### src/rtl/bkey_pkg.sv
package bkey_pkg;
  typedef enum logic [1:0] {
    KEY_ASK = 2'b00,
    KEY_FSK = 2'b01,
    KEY_PSK = 2'b10,
    KEY_CAR = 2'b11
  } key_mode_e;
endpackage

### src/rtl/bkey_rst_sync.sv
module bkey_rst_sync (
  input  logic clk,
  input  logic rst_n,
  output logic rst_s_n
);
  logic [1:0] sync_q;

  always_ff @(posedge clk or negedge rst_n) begin
    if (!rst_n) sync_q <= 2'b00;
    else        sync_q <= {sync_q[0], 1'b1};
  end

  assign rst_s_n = sync_q[1];
endmodule

### src/rtl/bkey_ctl_latch.sv
module bkey_ctl_latch
  import bkey_pkg::*;
#(
  parameter int PHASE_W = 16
) (
  input  logic               clk,
  input  logic               rst_n,
  input  logic               stb,
  input  logic               bit_in,
  input  logic [1:0]         mode_in,
  input  logic [PHASE_W-1:0] step_a_in,
  input  logic [PHASE_W-1:0] step_b_in,
  output logic               bit_q,
  output key_mode_e          mode_q,
  output logic [PHASE_W-1:0] step_a_q,
  output logic [PHASE_W-1:0] step_b_q
);
  logic               bit_d;
  key_mode_e          mode_d;
  logic [PHASE_W-1:0] step_a_d;
  logic [PHASE_W-1:0] step_b_d;

  always_comb begin
    bit_d    = bit_q;
    mode_d   = mode_q;
    step_a_d = step_a_q;
    step_b_d = step_b_q;
    if (stb) begin
      bit_d    = bit_in;
      mode_d   = key_mode_e'(mode_in);
      step_a_d = step_a_in;
      step_b_d = step_b_in;
    end
  end

  always_ff @(posedge clk or negedge rst_n) begin
    if (!rst_n) begin
      bit_q    <= 1'b0;
      mode_q   <= KEY_ASK;
      step_a_q <= '0;
      step_b_q <= '0;
    end else begin
      bit_q    <= bit_d;
      mode_q   <= mode_d;
      step_a_q <= step_a_d;
      step_b_q <= step_b_d;
    end
  end


  hold_chk: assert property (@(posedge clk) disable iff (!rst_n)
    !stb |=> ($stable(bit_q) && $stable(mode_q) && $stable(step_a_q) && $stable(step_b_q)));
endmodule

### src/rtl/bkey_phase_acc.sv
module bkey_phase_acc
  import bkey_pkg::*;
#(
  parameter int PHASE_W = 16,
  parameter int HI_W    = 8
) (
  input  logic               clk,
  input  logic               rst_n,
  input  key_mode_e          mode_q,
  input  logic               bit_q,
  input  logic [PHASE_W-1:0] step_a_q,
  input  logic [PHASE_W-1:0] step_b_q,
  output logic [HI_W-1:0]    phase_hi
);
  logic [PHASE_W-1:0] phase_q;
  logic [PHASE_W-1:0] phase_d;
  logic [PHASE_W-1:0] step_sel;

  always_comb begin
    step_sel = step_a_q;
    if (mode_q == KEY_FSK && !bit_q) step_sel = step_b_q;
    phase_d = phase_q + step_sel;
  end

  always_ff @(posedge clk or negedge rst_n) begin
    if (!rst_n) phase_q <= '0;
    else        phase_q <= phase_d;
  end

  assign phase_hi = phase_q[PHASE_W-1 -: HI_W];


  fsk_cont_chk: assert property (@(posedge clk) disable iff (!rst_n)
    (mode_q == KEY_FSK) |=> ((phase_q - $past(phase_q)) == $past(step_a_q) ||
                            (phase_q - $past(phase_q)) == $past(step_b_q)));
endmodule

### src/rtl/bkey_sine_fold.sv
module bkey_sine_fold #(
  parameter int LUT_AW = 6,
  parameter int SAMP_W = 12
) (
  input  logic                     clk,
  input  logic                     rst_n,
  input  logic [LUT_AW+1:0]        phase_hi,
  output logic signed [SAMP_W-1:0] sine
);
  localparam int    QN    = 1 << LUT_AW;
  localparam int    MAG_W = SAMP_W - 1;
  localparam longint AMP  = (longint'(1) << MAG_W) - 1;

  function automatic logic [MAG_W-1:0] quarter_mag(input longint k);
    longint a, d, num, den;
    a   = 2 * k + 1;
    d   = 4 * longint'(QN);
    num = AMP * 16 * a * (d - a);
    den = 5 * d * d - 4 * a * (d - a);
    return MAG_W'(num / den);
  endfunction

  logic [MAG_W-1:0] tbl [QN];

  for (genvar k = 0; k < QN; k++) begin : g_tbl
    assign tbl[k] = quarter_mag(longint'(k));
  end

  logic [1:0]        quad;
  logic [LUT_AW-1:0] idx;
  logic [LUT_AW-1:0] addr;
  logic signed [SAMP_W-1:0] pos;

  always_comb begin
    quad = phase_hi[LUT_AW+1 -: 2];
    idx  = phase_hi[LUT_AW-1:0];
    addr = quad[0] ? ~idx : idx;
    pos  = $signed({1'b0, tbl[addr]});
    sine = quad[1] ? -pos : pos;
  end


  half_sign_chk: assert property (@(posedge clk) disable iff (!rst_n)
    !phase_hi[LUT_AW+1] |-> (sine > 0));
endmodule

### src/rtl/bkey_mod.sv
module bkey_mod
  import bkey_pkg::*;
#(
  parameter int PHASE_W = 16,
  parameter int LUT_AW  = 6,
  parameter int SAMP_W  = 12
) (
  input  logic                     clk,
  input  logic                     rst_n,
  input  logic [1:0]               mode_sel,
  input  logic [PHASE_W-1:0]       step_a,
  input  logic [PHASE_W-1:0]       step_b,
  input  logic                     data_bit,
  input  logic                     bit_stb,
  output logic signed [SAMP_W-1:0] sample_out
);
  localparam int HI_W = LUT_AW + 2;

  logic               rst_s_n;
  logic               bit_q;
  key_mode_e          mode_q;
  logic [PHASE_W-1:0] step_a_q;
  logic [PHASE_W-1:0] step_b_q;
  logic [HI_W-1:0]    phase_hi;
  logic signed [SAMP_W-1:0] sine;
  logic signed [SAMP_W-1:0] sine_neg;
  logic signed [SAMP_W-1:0] sample_d;

  bkey_rst_sync u_rst (
    .clk     (clk),
    .rst_n   (rst_n),
    .rst_s_n (rst_s_n)
  );

  bkey_ctl_latch #(.PHASE_W(PHASE_W)) u_ctl (
    .clk       (clk),
    .rst_n     (rst_s_n),
    .stb       (bit_stb),
    .bit_in    (data_bit),
    .mode_in   (mode_sel),
    .step_a_in (step_a),
    .step_b_in (step_b),
    .bit_q     (bit_q),
    .mode_q    (mode_q),
    .step_a_q  (step_a_q),
    .step_b_q  (step_b_q)
  );

  bkey_phase_acc #(.PHASE_W(PHASE_W), .HI_W(HI_W)) u_acc (
    .clk      (clk),
    .rst_n    (rst_s_n),
    .mode_q   (mode_q),
    .bit_q    (bit_q),
    .step_a_q (step_a_q),
    .step_b_q (step_b_q),
    .phase_hi (phase_hi)
  );

  bkey_sine_fold #(.LUT_AW(LUT_AW), .SAMP_W(SAMP_W)) u_fold (
    .clk      (clk),
    .rst_n    (rst_s_n),
    .phase_hi (phase_hi),
    .sine     (sine)
  );

  always_comb begin
    sine_neg = -sine;
    case (mode_q)
      KEY_ASK: sample_d = bit_q ? sine : '0;
      KEY_FSK: sample_d = sine;
      KEY_PSK: sample_d = bit_q ? sine : sine_neg;
      default: sample_d = sine;
    endcase
  end

  always_ff @(posedge clk or negedge rst_s_n) begin
    if (!rst_s_n) sample_out <= '0;
    else          sample_out <= sample_d;
  end


  ask_zero_chk: assert property (@(posedge clk) disable iff (!rst_s_n)
    (mode_q == KEY_ASK && !bit_q) |=> (sample_out == '0));


  car_nonzero_chk: assert property (@(posedge clk) disable iff (!rst_s_n)
    (mode_q == KEY_CAR) |=> (sample_out != '0));


  psk_sign_chk: assert property (@(posedge clk) disable iff (!rst_s_n)
    (mode_q == KEY_PSK && !bit_q) |=> (sample_out[SAMP_W-1] == !$past(phase_hi[HI_W-1])));
endmodule

### config.mk
export PLATFORM = sky130hd
export DESIGN_NAME = bkey_mod
export DESIGN_NICKNAME = d
export VERILOG_FILES = /design/src/rtl/bkey_pkg.sv /design/src/rtl/bkey_rst_sync.sv /design/src/rtl/bkey_ctl_latch.sv /design/src/rtl/bkey_phase_acc.sv /design/src/rtl/bkey_sine_fold.sv /design/src/rtl/bkey_mod.sv
export SDC_FILE = /design/constraint.sdc
export NUM_CORES = 1
export LEC_CHECK = 0
export CAP_MARGIN = 10
export CORE_MARGIN = 5
export CORE_UTILIZATION = 52
export CTS_CLUSTER_DIAMETER = 120
export DETAILED_ROUTE_END_ITERATION = 6
export GPL_TIMING_DRIVEN = 1
export PLACE_DENSITY = 0.8
export SYNTH_ARGS = -nofsm -noshare
export SYNTH_HDL_FRONTEND = slang
export SYNTH_SLANG_ARGS = --single-unit
### constraint.sdc
create_clock -name clk -period 2.25 [get_ports clk]
set_clock_uncertainty 0.2 [all_clocks]
set_input_delay 0.45 -clock clk [delete_from_list [all_inputs] [get_ports clk]]
set_output_delay 0.45 -clock clk [all_outputs]
set_load 0.05 [all_outputs]
# Word level (Yosys, flattened, before mapping)
# Memory sizes are Yosys's and may differ from the RTL's.
# Cells that the tools add are included.
[op_classes]
n_addsub = 3
magnitude_cmp = 1
eq_ne = 2
mux = 8
bitwise = 2
reduce_logical = 3
[ops]
columns = ["operator", "count"]
rows = [
  ["12-bit two-way mux", 3],
  ["12-bit case mux with 2 select lines", 1],
  ["11-bit two-way mux", 2],
  ["16-bit adder", 1],
  ["16-bit two-way mux", 1],
  ["11-bit negation with 12-bit output", 1],
  ["12-bit negation", 1],
  ["7-bit >= comparator, second input constant", 1],
  ["6-bit inverter with 7-bit output", 1],
  ["6-bit two-way mux", 1],
  ["6-bit inverter", 1],
  ["2-bit by 1-bit equality test with 1-bit output, second input constant", 1],
  ["2-bit equality test, second input constant", 1],
  ["2-bit logical NOT", 1],
  ["1-bit logical AND", 1],
  ["1-bit logical NOT", 1],
]
[word_totals]
reg_bits = 65
rom_bits = 704
in_bits = 38
out_inout_bits = 12
memories = 1
[memory_table]
columns = ["memory", "depth", "width", "rd", "rd_clocked_by_memory_dff", "wr", "line_no", "text"]
rows = [
  ["(name not given)", 64, 11, 1, 0, 0, "bkey_sine_fold.sv:38", "pos = $signed({1'b0, tbl[addr]});"],
]

# Longest topological paths before layout
# Gate-level depths: netlist of the first run.
[logic_depth]
ltp_word = 11
ltp_mapped = 22

# Cells and area by module
# A second synthesis of the first run with hierarchy kept.
[unflattened]
hier_cells = 672
area_unflattened_um2 = 6148.4
[modules_own_cells]
columns = ["mod", "n_inst", "cells_each", "area_each_um2"]
rows = [
  ["bkey_sine_fold", 1, 381, 2538.7],
  ["bkey_ctl_latch", 1, 74, 1453.9],
  ["bkey_phase_acc", 1, 141, 1408.9],
  ["bkey_mod", 1, 73, 693.2],
  ["bkey_rst_sync", 1, 3, 53.8],
]

# Least setup slack after synthesis of the first run
# No wires, ideal clock.
[synth_path]
path_kind = "register -> register"
start = "register u_acc.phase_q[14]"
end = "register sample_out[7]"
setup_time_ps = 121
arrival_ps = 4776
required_time_ps = 1929
path_slack_ps = -2847
path_stages_with_launch = 21
path_buffers = 6
cell_sequence = "dfrtp_1 > buf_6 > buf_6 > buf_4 > buf_2 > buf_1 > xnor2_1 > ha_1 > clkbuf_1 > or2_2 > o221a_2 > o211a_1 > a221oi_1 > inv_1 > ha_1 > nor4_1 > o31ai_1 > nand3b_1 > nor3_2 > mux2_1 > a22o_1"
[synth_between]
elab_chain_len = 10
[synth_rtl]
columns = ["item", "line_no", "text"]
rows = [
  ["start: declaration", "bkey_phase_acc.sv:15", "logic [PHASE_W-1:0] phase_q;"],
  ["start signal: assignment", "bkey_phase_acc.sv:27", "else phase_q <= phase_d;"],
  ["6-bit two-way mux (*)", "bkey_sine_fold.sv:37", "addr = quad[0] ? ~idx : idx;"],
  ["6-bit inverter with 7-bit output (not written as such) (*)", "bkey_sine_fold.sv:38", ""],
  ["memory read 64 x 11 bit (*)", "-", ""],
  ["11-bit two-way mux (not written as such) (*) (2 in a row)", "bkey_sine_fold.sv:38", ""],
  ["11-bit negation with 12-bit output", "bkey_sine_fold.sv:39", "sine = quad[1] ? -pos : pos;"],
  ["12-bit two-way mux (*)", "bkey_sine_fold.sv:39", ""],
  ["12-bit negation", "bkey_mod.sv:67", "sine_neg = -sine;"],
  ["12-bit two-way mux", "bkey_mod.sv:71", "KEY_PSK: sample_d = bit_q ? sine : sine_neg;"],
  ["12-bit case mux with 2 select lines (*)", "bkey_mod.sv:68", "case (mode_q)"],
  ["net sample_d[7]", "bkey_mod.sv:27", "logic signed [SAMP_W-1:0] sample_d;"],
  ["end signal: assignment", "bkey_mod.sv:78", "else sample_out <= sample_d;"],
  ["end: declaration", "bkey_mod.sv:15", "output logic signed [SAMP_W-1:0] sample_out"],
]
# The timed path passes the listed nets; every way through them passes the cells marked *. The select of a mux whose other input is x is not followed.
# A chain may end at the register's enable or synchronous reset.

# Worst setup path in the final report of the first run
[layout_path]
start = "register u_acc.phase_q[14]"
end = "register sample_out[6]"
# The elaborated chain is that of the path after synthesis.

==> results of run 1 <==
-- cell type report --
cell class	instances	area (um^2)
multi-input cells	493	4490
repair buffers	279	2380
fillers	580	1890
flip-flops and latches	65	1630
well taps	140	175
clock buffers	10	138
clock inverters	6	91.3
inverters	23	88.8
-- logic make-up after synthesis --
family | share of synthesized area (%)
AO/OA/AOI/OAI | 21.0
XOR/XNOR | 5.39
adder cells (fa/ha/maj) | 6.40
buffers and inverters | 6.88
flip-flops | 28.1
multiplexers | 14.5
other | 0.0648
AND/OR/NAND/NOR | 17.6
-- registers in the layout, summed over array words and instances, names as in the netlist --
signal          flops
u_ctl.step_b_q     16
sample_out         12
u_ctl.mode_q        2
u_ctl.step_a_q     16
u_acc.phase_q      16
u_ctl.bit_q         1
u_rst.sync_q        2
-- layout by cell type, fill, tap and decap left out, types with 4 or more instances in the layout --
cell type and n:
o211ai_1 7, and3b_1 4, nand3_1 10, nor3_1 11, clkbuf_8 10, nand4_1 6, ha_1 12, a21o_1 7
nand3b_1 4, mux2_4 9, dfrtp_1 60, mux2i_1 20, a31oi_1 8, o21a_1 5, xor2_1 5, xor2_2 5
a21oi_2 9, ha_4 13, o21ai_2 9, nor2_1 27, or2_2 5, o21ai_0 21, mux2_2 46, a21oi_1 19
xnor2_2 7, clkdlybuf4s50_1 49, buf_12 5, xnor2_1 12, dfrtp_2 5, o22ai_1 12, buf_4 203, and3_1 5
nor2b_1 9, buf_6 21, inv_1 13, o21bai_1 5, nand2_1 42, inv_2 9, nand2b_1 13, a211oi_1 5
-- per-layer routing --
layer	part of all wire, %	up-vias	global-route usage [%]
met3	8.2	174	8.41
met2	49	426	62.4
met1	35	3211	40.1
met4	8.1	0	20.3
met5	0	-	0
li1	-	2826	-
-- critical path, stage by stage (launching register included) --
cell and delay [ns]:
dfrtp_2 0.48, buf_12 0.15, buf_4 0.14, buf_16 0.20, xor2_2 0.20, buf_4 0.18, ha_1 0.18, nand2_1 0.07
a31oi_1 0.26, buf_4 0.18, a32oi_2 0.10, o41ai_2 0.46, xor2_1 0.32, nand4_1 0.18, buf_4 0.17, buf_4 0.12
o21ai_0 0.21, mux2i_1 0.15, a22o_1 0.24
-- worst paths after layout --
check,start,end,slack (ns),cells after the start
hold reg to reg,u_rst.sync_q[1],sample_out[3],0.07,0
setup / recovery,u_acc.phase_q[14],sample_out[6],-2.07,18
hold / removal,rst_n,u_rst.sync_q[1],0.05,1
setup reg to reg,u_acc.phase_q[14],sample_out[6],-2.07,18
min in group clk,u_rst.sync_q[0],u_rst.sync_q[1],0.15,0
max in group asynchronous,u_rst.sync_q[1],u_ctl.step_a_q[7],1.14,1
-- per-stage QoR --
stage | cells | TNS, ns | utilization, % | instance area, um^2
2_1_floorplan | 631 | -29.06 | - | 6080
3_3_place_gp | 961 | -25.41 | 72.0 | 7840
3_5_place_dp | 961 | -27.36 | 72.0 | 7840
4_1_cts | 1010 | -27.01 | 79.6 | 8660
5_1_grt | 1016 | -32.71 | 82.6 | 9000
6_report | 1016 | -30.54 | 82.6 | 9000
-- what timing repair did --
| item | 4_1_cts | 5_1_grt |
|---|---|---|
| buffers inserted | 41 | 21 |
| setup endpoints to repair | 25 | 26 |
| resized for setup | 72 | 63 |
| pin swaps | 33 | 41 |
==> summary.txt, run 1 <==
Global route
  • Total routing usage reported by global routing: 35.8%
  • Grt ovf: 0
  • Wire length of the first global-routing pass: 36.5 mm
  • Number of antenna violations at the first check in global routing: 0
  • Vias in the first global route: 6760
  • Largest net degree at the start of global routing: 54

CTS
  • CTS buffer count: 9
  • CTS tree: yes
  • Clock input transition at the sequential cells of the worst setup and hold paths: 0.08 ns
  • Clock insertion delay at the later pin of the skew report: 0.37 ns
  • Cell chosen for the clock root: clkbuf_8
  • Clock net sink count: 65
  • Number of buffers on the longest clock path: 2
  • # hold bufs at CTS: 0
  • Level count of the clock H-tree: 3

Yosys
  • Most frequent cells after synthesis: dfrtp_1, mux2_2, nand2_1, o21ai_0, nor2_1
  • Dominant cell by count in the synthesized netlist: dfrtp_1
  • Fraction of synthesized cell area taken by the top area cell type: 28.1%
  • Largest area contributor in the synthesized netlist: dfrtp_1
  • Netlist area before placement: 0.00578 mm^2
  • Commonest register cell after synthesis: dfrtp_1
  • Count of unique library cells instantiated by Yosys: 86
  • Gate count after technology mapping: 631
  • Asr flop ratio synth: 100%
  • Count of flip-flops with a built-in enable after synthesis: 0
  • Ranking of synthesized cells by area: dfrtp_1, mux2_2, ha_1, mux2i_1, xnor2_1
  • Count of synthesis-stage warnings from yosys: 0
  • Post-Syn Nets: 698
  • Number of flip-flops and latches in the synthesized netlist: 65
  • Synthesized area per cell: 9.17 um^2
  • Sequential element share of the synthesized area: 28.1%

Min path
  • Min-delay worst type: in2async

Timing
  • Post-layout minimum cycle time: 4.32 ns
  • RSZ-0062 raised after global routing: yes
  • Worst relative slew slack: 60.7%
  • Final setup violating endpoints: 26
  • Transition time at the pin with the least slew margin: 0.589 ns
  • Worst hold slack after final layout: 0.0535 ns
  • Peak clock frequency supported by timing: 0.231 GHz
  • Hold violation total from the final report: 0
  • Share of the clock period used by the worst path: 192%
  • Slew Limit Fails: 0
  • Worst path setup slack after routing: -2.07 ns

Route
  • WL final: 25.2 mm
  • Via count: 6637
  • Average detailed-routed wire length per instance: 24.8 um
  • Starting DRT DRC Count: 912
  • DRC violations left: 0
  • Average via count per standard cell: 6.53
  • First-pass iteration count of the detailed router: 5
  • Post-DRT Antenna Nets: 0

Finish
  • Share of final-layout standard cells stronger than drive strength 1: 48.6%
  • Diodes inserted: 0
  • Area grow syn2layout: 55.6%
  • Number of nets at the end of the flow: 938

Setup path
  • Worst setup EP type: flip-flop
  • Worst Setup Path Type: reg2reg
  • Required @ worst endpoint: 2.30 ns
  • Crit start category: flip-flop
  • Top fanout value on the critical path: 53
  • Worst endpoint data arrival time: 4.37 ns

Placement
  • DP Worst Slack: -1.79 ns
  • Count of buffers from port buffering: 49
  • Final HPWL from detailed placement: 15.7 mm
  • Final RePlAce weighted congestion: 1.04

Floorplanning
  • Full die area: 0.0133 mm^2
  • Overall die width: 115 um
  • Site row count: 38
  • Placeable Area: 0.0109 mm^2
  • Y dimension of the die: 115 um
  • Total I/O pin count: 50
  • Initial Utilization: 53.1%

Outcome
  • Outcome: finished, violations left
  • Failing checks: setup timing

Flow run
  • Max-cap violations: 0
Power of run 1 is not shown: default switching activity piles up to over one toggle a cycle in this logic, so the estimate is an artifact.
==> run 2: changes to the inputs <==
--- a/config.mk
+++ b/config.mk
@@ -11,7 +11,7 @@
 export CTS_CLUSTER_DIAMETER = 120
 export DETAILED_ROUTE_END_ITERATION = 6
 export GPL_TIMING_DRIVEN = 1
-export PLACE_DENSITY = 0.8
+export PLACE_DENSITY = 0.77
 export SYNTH_ARGS = -nofsm -noshare
 export SYNTH_HDL_FRONTEND = slang
 export SYNTH_SLANG_ARGS = --single-unit
==> constraint.sdc (replaced) <==
create_clock -name clk -period 4.95 [get_ports clk]
set_clock_uncertainty 0.2 [all_clocks]
set_input_delay 0.99 -clock clk [delete_from_list [all_inputs] [get_ports clk]]
set_output_delay 0.99 -clock clk [all_outputs]
set_load 0.05 [all_outputs]
==> summary.txt, run 2 (synthesis gave the netlist of run 1 again) <==
Floorplanning
  • Overall die width: 115 um (unchanged)
  • Site row count: 38 (unchanged)
  • Placeable Area: 0.0109 mm^2 (unchanged)
  • Total I/O pin count: 50 (unchanged)
  • Y dimension of the die: 115 um (unchanged)
  • Initial Utilization: 53.1% (unchanged)
  • Full die area: 0.0133 mm^2 (unchanged)

CTS
  • # hold bufs at CTS: 0 (unchanged)
  • Clock net sink count: 65 (unchanged)
  • Number of buffers on the longest clock path: 2 (unchanged)
  • Clock input transition at the sequential cells of the worst setup and hold paths: 0.08 ns (about the same)
  • Cell chosen for the clock root: clkbuf_8
  • CTS buffer count: 9 (unchanged)
  • Level count of the clock H-tree: 3 (unchanged)
  • CTS tree: yes
  • Clock insertion delay at the later pin of the skew report: 0.36 ns (about the same)

Finish
  • Number of nets at the end of the flow: 739 (-21%)
  • Top library cells by usage in the layout, fill and taps aside: dfrtp_1, mux2_2, clkdlybuf4s50_1, nand2_1, o21ai_0
  • Most common library cell in the layout ignoring fill and taps: dfrtp_1
  • Diodes inserted: 0 (unchanged)
  • Area grow syn2layout: 14.2%
  • Share of final-layout standard cells stronger than drive strength 1: 19.9% (-29 points)
  • Final instance count without filler cells: 817 (-20%)
  • Number of fill cells: 934 (+61%)
  • Top flop regs: u_acc.phase_q (16), u_ctl.step_a_q (16), u_ctl.step_b_q (16)

Timing
  • Slew Limit Fails: 0 (unchanged)
  • Final setup violating endpoints: 0 (-100%)
  • Peak clock frequency supported by timing: 0.211 GHz (-8.7%)
  • Worst relative slew slack: 38.6% (-22 points)
  • Transition time at the pin with the least slew margin: 0.909 ns (+0.320 ns)
  • Post-layout minimum cycle time: 4.73 ns (+0.411 ns)
  • Hold violation total from the final report: 0 (unchanged)
  • Share of the clock period used by the worst path: 95.6% (-96 points)

Setup path
  • Required @ worst endpoint: 5.00 ns (+2.70 ns)
  • Largest stage delay on the critical path: 0.50 ns (+0.02 ns)
  • Crit-path cells: xnor2_1 -> inv_1 -> ha_2 -> mux2_2 -> a221oi_1 -> nand3_1 -> o2111ai_2 -> inv_1 -> ha_1 -> nor4_1 -> o31ai_1 -> nand3b_1 -> nor3_2 -> mux2_1 -> a22o_1
  • Most prevalent standard cell on the critical path: inv_1
  • Master of the slowest instance on the critical path: dfrtp_2
  • Worst endpoint data arrival time: 4.78 ns (+0.41 ns)
  • Worst setup EP type: flip-flop
  • Top fanout value on the critical path: 14 (-74%)
  • Crit start category: flip-flop
  • Worst Setup Path Type: reg2reg

Global route
  • Vias in the first global route: 5182 (-23%)
  • Grt ovf: 0 (unchanged)
  • Total routing usage reported by global routing: 24.1% (-12 points)
  • Wire length of the first global-routing pass: 25.5 mm (-30%)
  • Number of antenna violations at the first check in global routing: 0 (unchanged)
  • Largest net degree at the start of global routing: 64 (+19%)

Route
  • First-pass iteration count of the detailed router: 5 (unchanged)
  • Average via count per standard cell: 6.41 (-1.9%)
  • Post-DRT Antenna Nets: 0 (unchanged)
  • Via count: 5237 (-21%)
  • Average detailed-routed wire length per instance: 19.3 um (-22%)
  • WL final: 15.8 mm (-37%)
  • Starting DRT DRC Count: 553 (-39%)
  • DRC violations left: 0 (unchanged)

Min path
  • Min-delay worst type: reg2reg

Flow run
  • Max-cap violations: 0 (unchanged)

Placement
  • Count of buffers from port buffering: 49 (unchanged)
  • Placed insts: 800 (-17%)
  • Final RePlAce weighted congestion: 1.01 (-2.0%)
  • Final HPWL from detailed placement: 11.6 mm (-26%)

Outcome
  • Outcome: finished clean
run 2: layout make-up:
class | instances | area, um^2 | area share (%)
clock inverters | 6 | 50.0 | 0.758
flip-flops and latches | 65 | 1630 | 24.7
inverters | 23 | 86.3 | 1.31
multi-input cells | 493 | 3790 | 57.4
well taps | 140 | 175 | 2.65
clock buffers | 10 | 138 | 2.08
repair buffers | 80 | 736 | 11.1
run 2: stage by stage:
stage / setup TNS (ns) / hold WS (ns) / utilization (%) / cell area (um^2) / worst slack (ns)
after global placement: 0 / 0.132 / 58.7 / 6390 / 0.505
final: 0 / 0.162 / 60.7 / 6610 / 0.216
after detailed placement: 0 / 0.143 / 58.7 / 6390 / 0.253
after CTS: 0 / 0.161 / 60.4 / 6580 / 0.183
after global routing: -0.00976 / 0.168 / 60.7 / 6610 / -0.00976
after floorplan: 0 / 0.131 / - / 5790 / 0.00724
run 2: what timing repair did:
item / 4_1_cts / 5_1_grt
endpoints found under the setup margin: 0 / 3
buffers inserted: 0 / 1
gates resized for setup: 0 / 3
run 2: final timing paths:
kind                              startpoint                 to  slack (ns)  cells after the start
min reg2reg                  u_rst.sync_q[0]    u_rst.sync_q[1]        0.16                      0
min                          u_rst.sync_q[0]    u_rst.sync_q[1]        0.16                      0
max in group asynchronous    u_rst.sync_q[1]  u_acc.phase_q[14]        3.77                      1
min in group asynchronous    u_rst.sync_q[1]      sample_out[8]        0.20                      1
max reg2reg                u_acc.phase_q[14]      sample_out[7]        0.22                     15
max                        u_acc.phase_q[14]      sample_out[7]        0.22                     15
run 2: metal layers:
| metal | share of wire, % | global-route usage, % | wire [um] |
|---|---|---|---|
| met5 | 0 | 0 | 0 |
| met4 | 4.1 | 10.5 | 652 |
| met3 | 8.5 | 5.90 | 1340 |
| met2 | 48 | 40.2 | 7640 |
| met1 | 39 | 29.8 | 6150 |
run 2: worst max-delay path: cells and delay by family (launching register included):
family | cells | cell delay (ns)
multiplexers | 2 | 0.65
buffers and inverters | 2 | 0.24
flip-flops | 1 | 0.50
adder cells (fa/ha/maj) | 2 | 0.62
AO/OA/AOI/OAI | 4 | 1.04
AND/OR/NAND/NOR | 4 | 0.99
XOR/XNOR | 1 | 0.37
Power of run 2 is left out for the same reason.
==> run 3: changes to the inputs <==
--- a/config.mk
+++ b/config.mk
@@ -6,12 +6,13 @@
 export NUM_CORES = 1
 export LEC_CHECK = 0
 export CAP_MARGIN = 10
+export CELL_PAD_IN_SITES_DETAIL_PLACEMENT = 1
+export CELL_PAD_IN_SITES_GLOBAL_PLACEMENT = 1
 export CORE_MARGIN = 5
-export CORE_UTILIZATION = 52
+export CORE_UTILIZATION = 46
 export CTS_CLUSTER_DIAMETER = 120
 export DETAILED_ROUTE_END_ITERATION = 6
-export GPL_TIMING_DRIVEN = 1
-export PLACE_DENSITY = 0.77
+export PLACE_DENSITY = 0.86
 export SYNTH_ARGS = -nofsm -noshare
 export SYNTH_HDL_FRONTEND = slang
 export SYNTH_SLANG_ARGS = --single-unit
==> summary.txt, run 3 (synthesis gave the netlist of run 1 again) <==
CTS
  • Number of buffers on the longest clock path: 2 (unchanged)
  • # hold bufs at CTS: 0 (unchanged)
  • CTS buffer count: 9 (unchanged)
  • Level count of the clock H-tree: 3 (unchanged)
  • Cell chosen for the clock root: clkbuf_16
  • Clock net sink count: 65 (unchanged)
  • Clock input transition at the sequential cells of the worst setup and hold paths: 0.06 ns (-0.02 ns)
  • Clock insertion delay at the later pin of the skew report: 0.35 ns (about the same)
  • CTS tree: yes

Route
  • DRC violations left: 0 (unchanged)
  • Post-DRT Antenna Nets: 0 (unchanged)
  • Average via count per standard cell: 6.35 (-0.92%)
  • WL final: 20.5 mm (+30%)
  • Starting DRT DRC Count: 393 (-29%)
  • First-pass iteration count of the detailed router: 5 (unchanged)
  • Via count: 5341 (+2.0%)
  • Average detailed-routed wire length per instance: 24.3 um (+26%)

Floorplanning
  • Initial Utilization: 46.4% (-6.7 points)
  • Placeable Area: 0.0125 mm^2 (+14%)
  • Total I/O pin count: 50 (unchanged)
  • Y dimension of the die: 122 um (+5.8%)
  • Site row count: 41 (+7.9%)
  • Full die area: 0.0149 mm^2 (+12%)
  • Overall die width: 122 um (+5.8%)

Timing
  • Final setup violating endpoints: 0 (unchanged)
  • Worst hold slack after final layout: 0.170 ns (+0.00796 ns)
  • Peak clock frequency supported by timing: 0.213 GHz (+0.87%)
  • Share of the clock period used by the worst path: 94.8% (-0.83 points)
  • Worst relative slew slack: 43.7% (+5.1 points)
  • Slew Limit Fails: 0 (unchanged)
  • Hold violation total from the final report: 0 (unchanged)
  • Post-route setup TNS: 0 ns (unchanged)
  • Transition time at the pin with the least slew margin: 0.839 ns (-0.0709 ns)
  • Post-layout minimum cycle time: 4.69 ns (-0.0411 ns)

Setup path
  • Number of cells on the worst reg-to-reg path: 17 (+2)
  • FF-to-FF End: sample_out[10]
  • Crit start category: flip-flop
  • Required @ worst endpoint: 5.00 ns (about the same)
  • Worst Setup Path Type: reg2reg
  • Register-to-register path setup slack: 0.26 ns (+0.04 ns)
  • Worst setup EP type: flip-flop
  • Worst endpoint data arrival time: 4.74 ns (-0.04 ns)
  • Top fanout value on the critical path: 11 (-3)
  • Origin of the critical flop-to-flop path: u_acc.phase_q[14]

Min path
  • Hold endpoint: u_rst.sync_q[1]
  • Hold path start: u_rst.sync_q[0]
  • Hold depth: 0 (unchanged)
  • Min-delay worst type: reg2reg

Finish
  • Diodes inserted: 0 (unchanged)
  • Top flop regs: u_acc.phase_q (16), u_ctl.step_a_q (16), u_ctl.step_b_q (16)
  • Most common library cell in the layout ignoring fill and taps: dfrtp_1
  • Number of nets at the end of the flow: 731 (-1.1%)
  • Number of fill cells: 1408 (+51%)
  • Share of final-layout standard cells stronger than drive strength 1: 18.8% (-1.1 points)
  • Sequential standard cell area: 0.00163 mm^2 (+0.15%)
  • Area grow syn2layout: 16.4%
  • Top library cells by usage in the layout, fill and taps aside: dfrtp_1, mux2_2, clkdlybuf4s50_1, nand2_1, o21ai_0
  • Multi-input gate area in the final layout: 0.00378 mm^2 (-0.13%)

Placement
  • Final RePlAce weighted congestion: 1.00 (-1.1%)
  • Final HPWL from detailed placement: 14.0 mm (+20%)
  • Count of buffers from port buffering: 49 (unchanged)

Global route
  • Number of antenna violations at the first check in global routing: 0 (unchanged)
  • Wire length of the first global-routing pass: 32.0 mm (+26%)
  • Grt ovf: 0 (unchanged)
  • Total routing usage reported by global routing: 27.8% (+3.7 points)
  • Largest net degree at the start of global routing: 64 (unchanged)
  • Vias in the first global route: 5819 (+12%)

Outcome
  • Outcome: finished clean

Flow run
  • Max-cap violations: 0 (unchanged)
[run 3: cell types whose count changed in the layout (fill, tap and decap cells not counted), sizes merged]
cell	previous run	this run
buf	31	23
inv	25	23
clkinvlp	2	1
clkinv	2	3
bufinv	0	2
[run 3: per-layer routing]
| metal | up-vias | track usage [%] | routed length [um] |
|---|---|---|---|
| met2 | 189 | 49.2 | 10500 |
| met4 | 0 | 13.8 | 1000 |
| li1 | 2408 | - | - |
| met1 | 2676 | 32.0 | 7900 |
| met5 | - | 0 | 0 |
| met3 | 68 | 5.43 | 1050 |
[run 3: what timing repair did]
action,in CTS,in global routing
endpoints found under the setup margin,0,6
setup buffers,0,1
resized for setup,0,5
[run 3: how the worst max path moves through the flow]
| stage | slack, ns | endpoint | cells after the start | from |
|---|---|---|---|---|
| after CTS | 0.04 | sample_out[10] | 16 | u_acc.phase_q[14] |
| after global routing | -0.06 | sample_out[10] | 17 | u_acc.phase_q[14] |
| after floorplan | 0.007 | sample_out[7] | 20 | u_acc.phase_q[14] |
| final | 0.26 | sample_out[10] | 17 | u_acc.phase_q[14] |
| after detailed placement | 0.09 | sample_out[10] | 16 | u_acc.phase_q[14] |
| after global placement | 0.47 | sample_out[10] | 16 | u_acc.phase_q[14] |
[run 3: critical path: stages, from the launching register on]
cell and delay [ns]:
dfrtp_2 0.45, xor2_1 0.19, inv_1 0.21, ha_2 0.36
nor2b_1 0.28, o21ai_0 0.13, o21ai_1 0.22, o2111ai_2 0.26
inv_1 0.12, ha_1 0.20, inv_1 0.10, o41ai_1 0.43
xor2_1 0.20, buf_4 0.17, nand4_1 0.16, or4_4 0.59
nand4bb_1 0.21, o311ai_1 0.10
[run 3: final cells by class]
type | instances | share of cell area [%]
Inverter | 23 | 1.28
Clock buffer | 10 | 3.40
Timing Repair Buffer | 72 | 10.2
Multi-Input combinational cell | 493 | 56.2
Sequential cell | 65 | 24.3
Tap cell | 172 | 3.20
Clock inverter | 6 | 1.39
[run 3: metrics by stage]
stage	area, um^2	util (%)	setup WS [ns]	cells
after floorplan	5790	-	0.00724	631
final	6730	54.0	0.257	841
after CTS	6710	53.8	0.0356	840
after detailed placement	6380	51.2	0.0933	824
after global placement	6380	51.2	0.467	824
after global routing	6730	54.0	-0.0625	841
Power of run 3 is left out for the same reason.
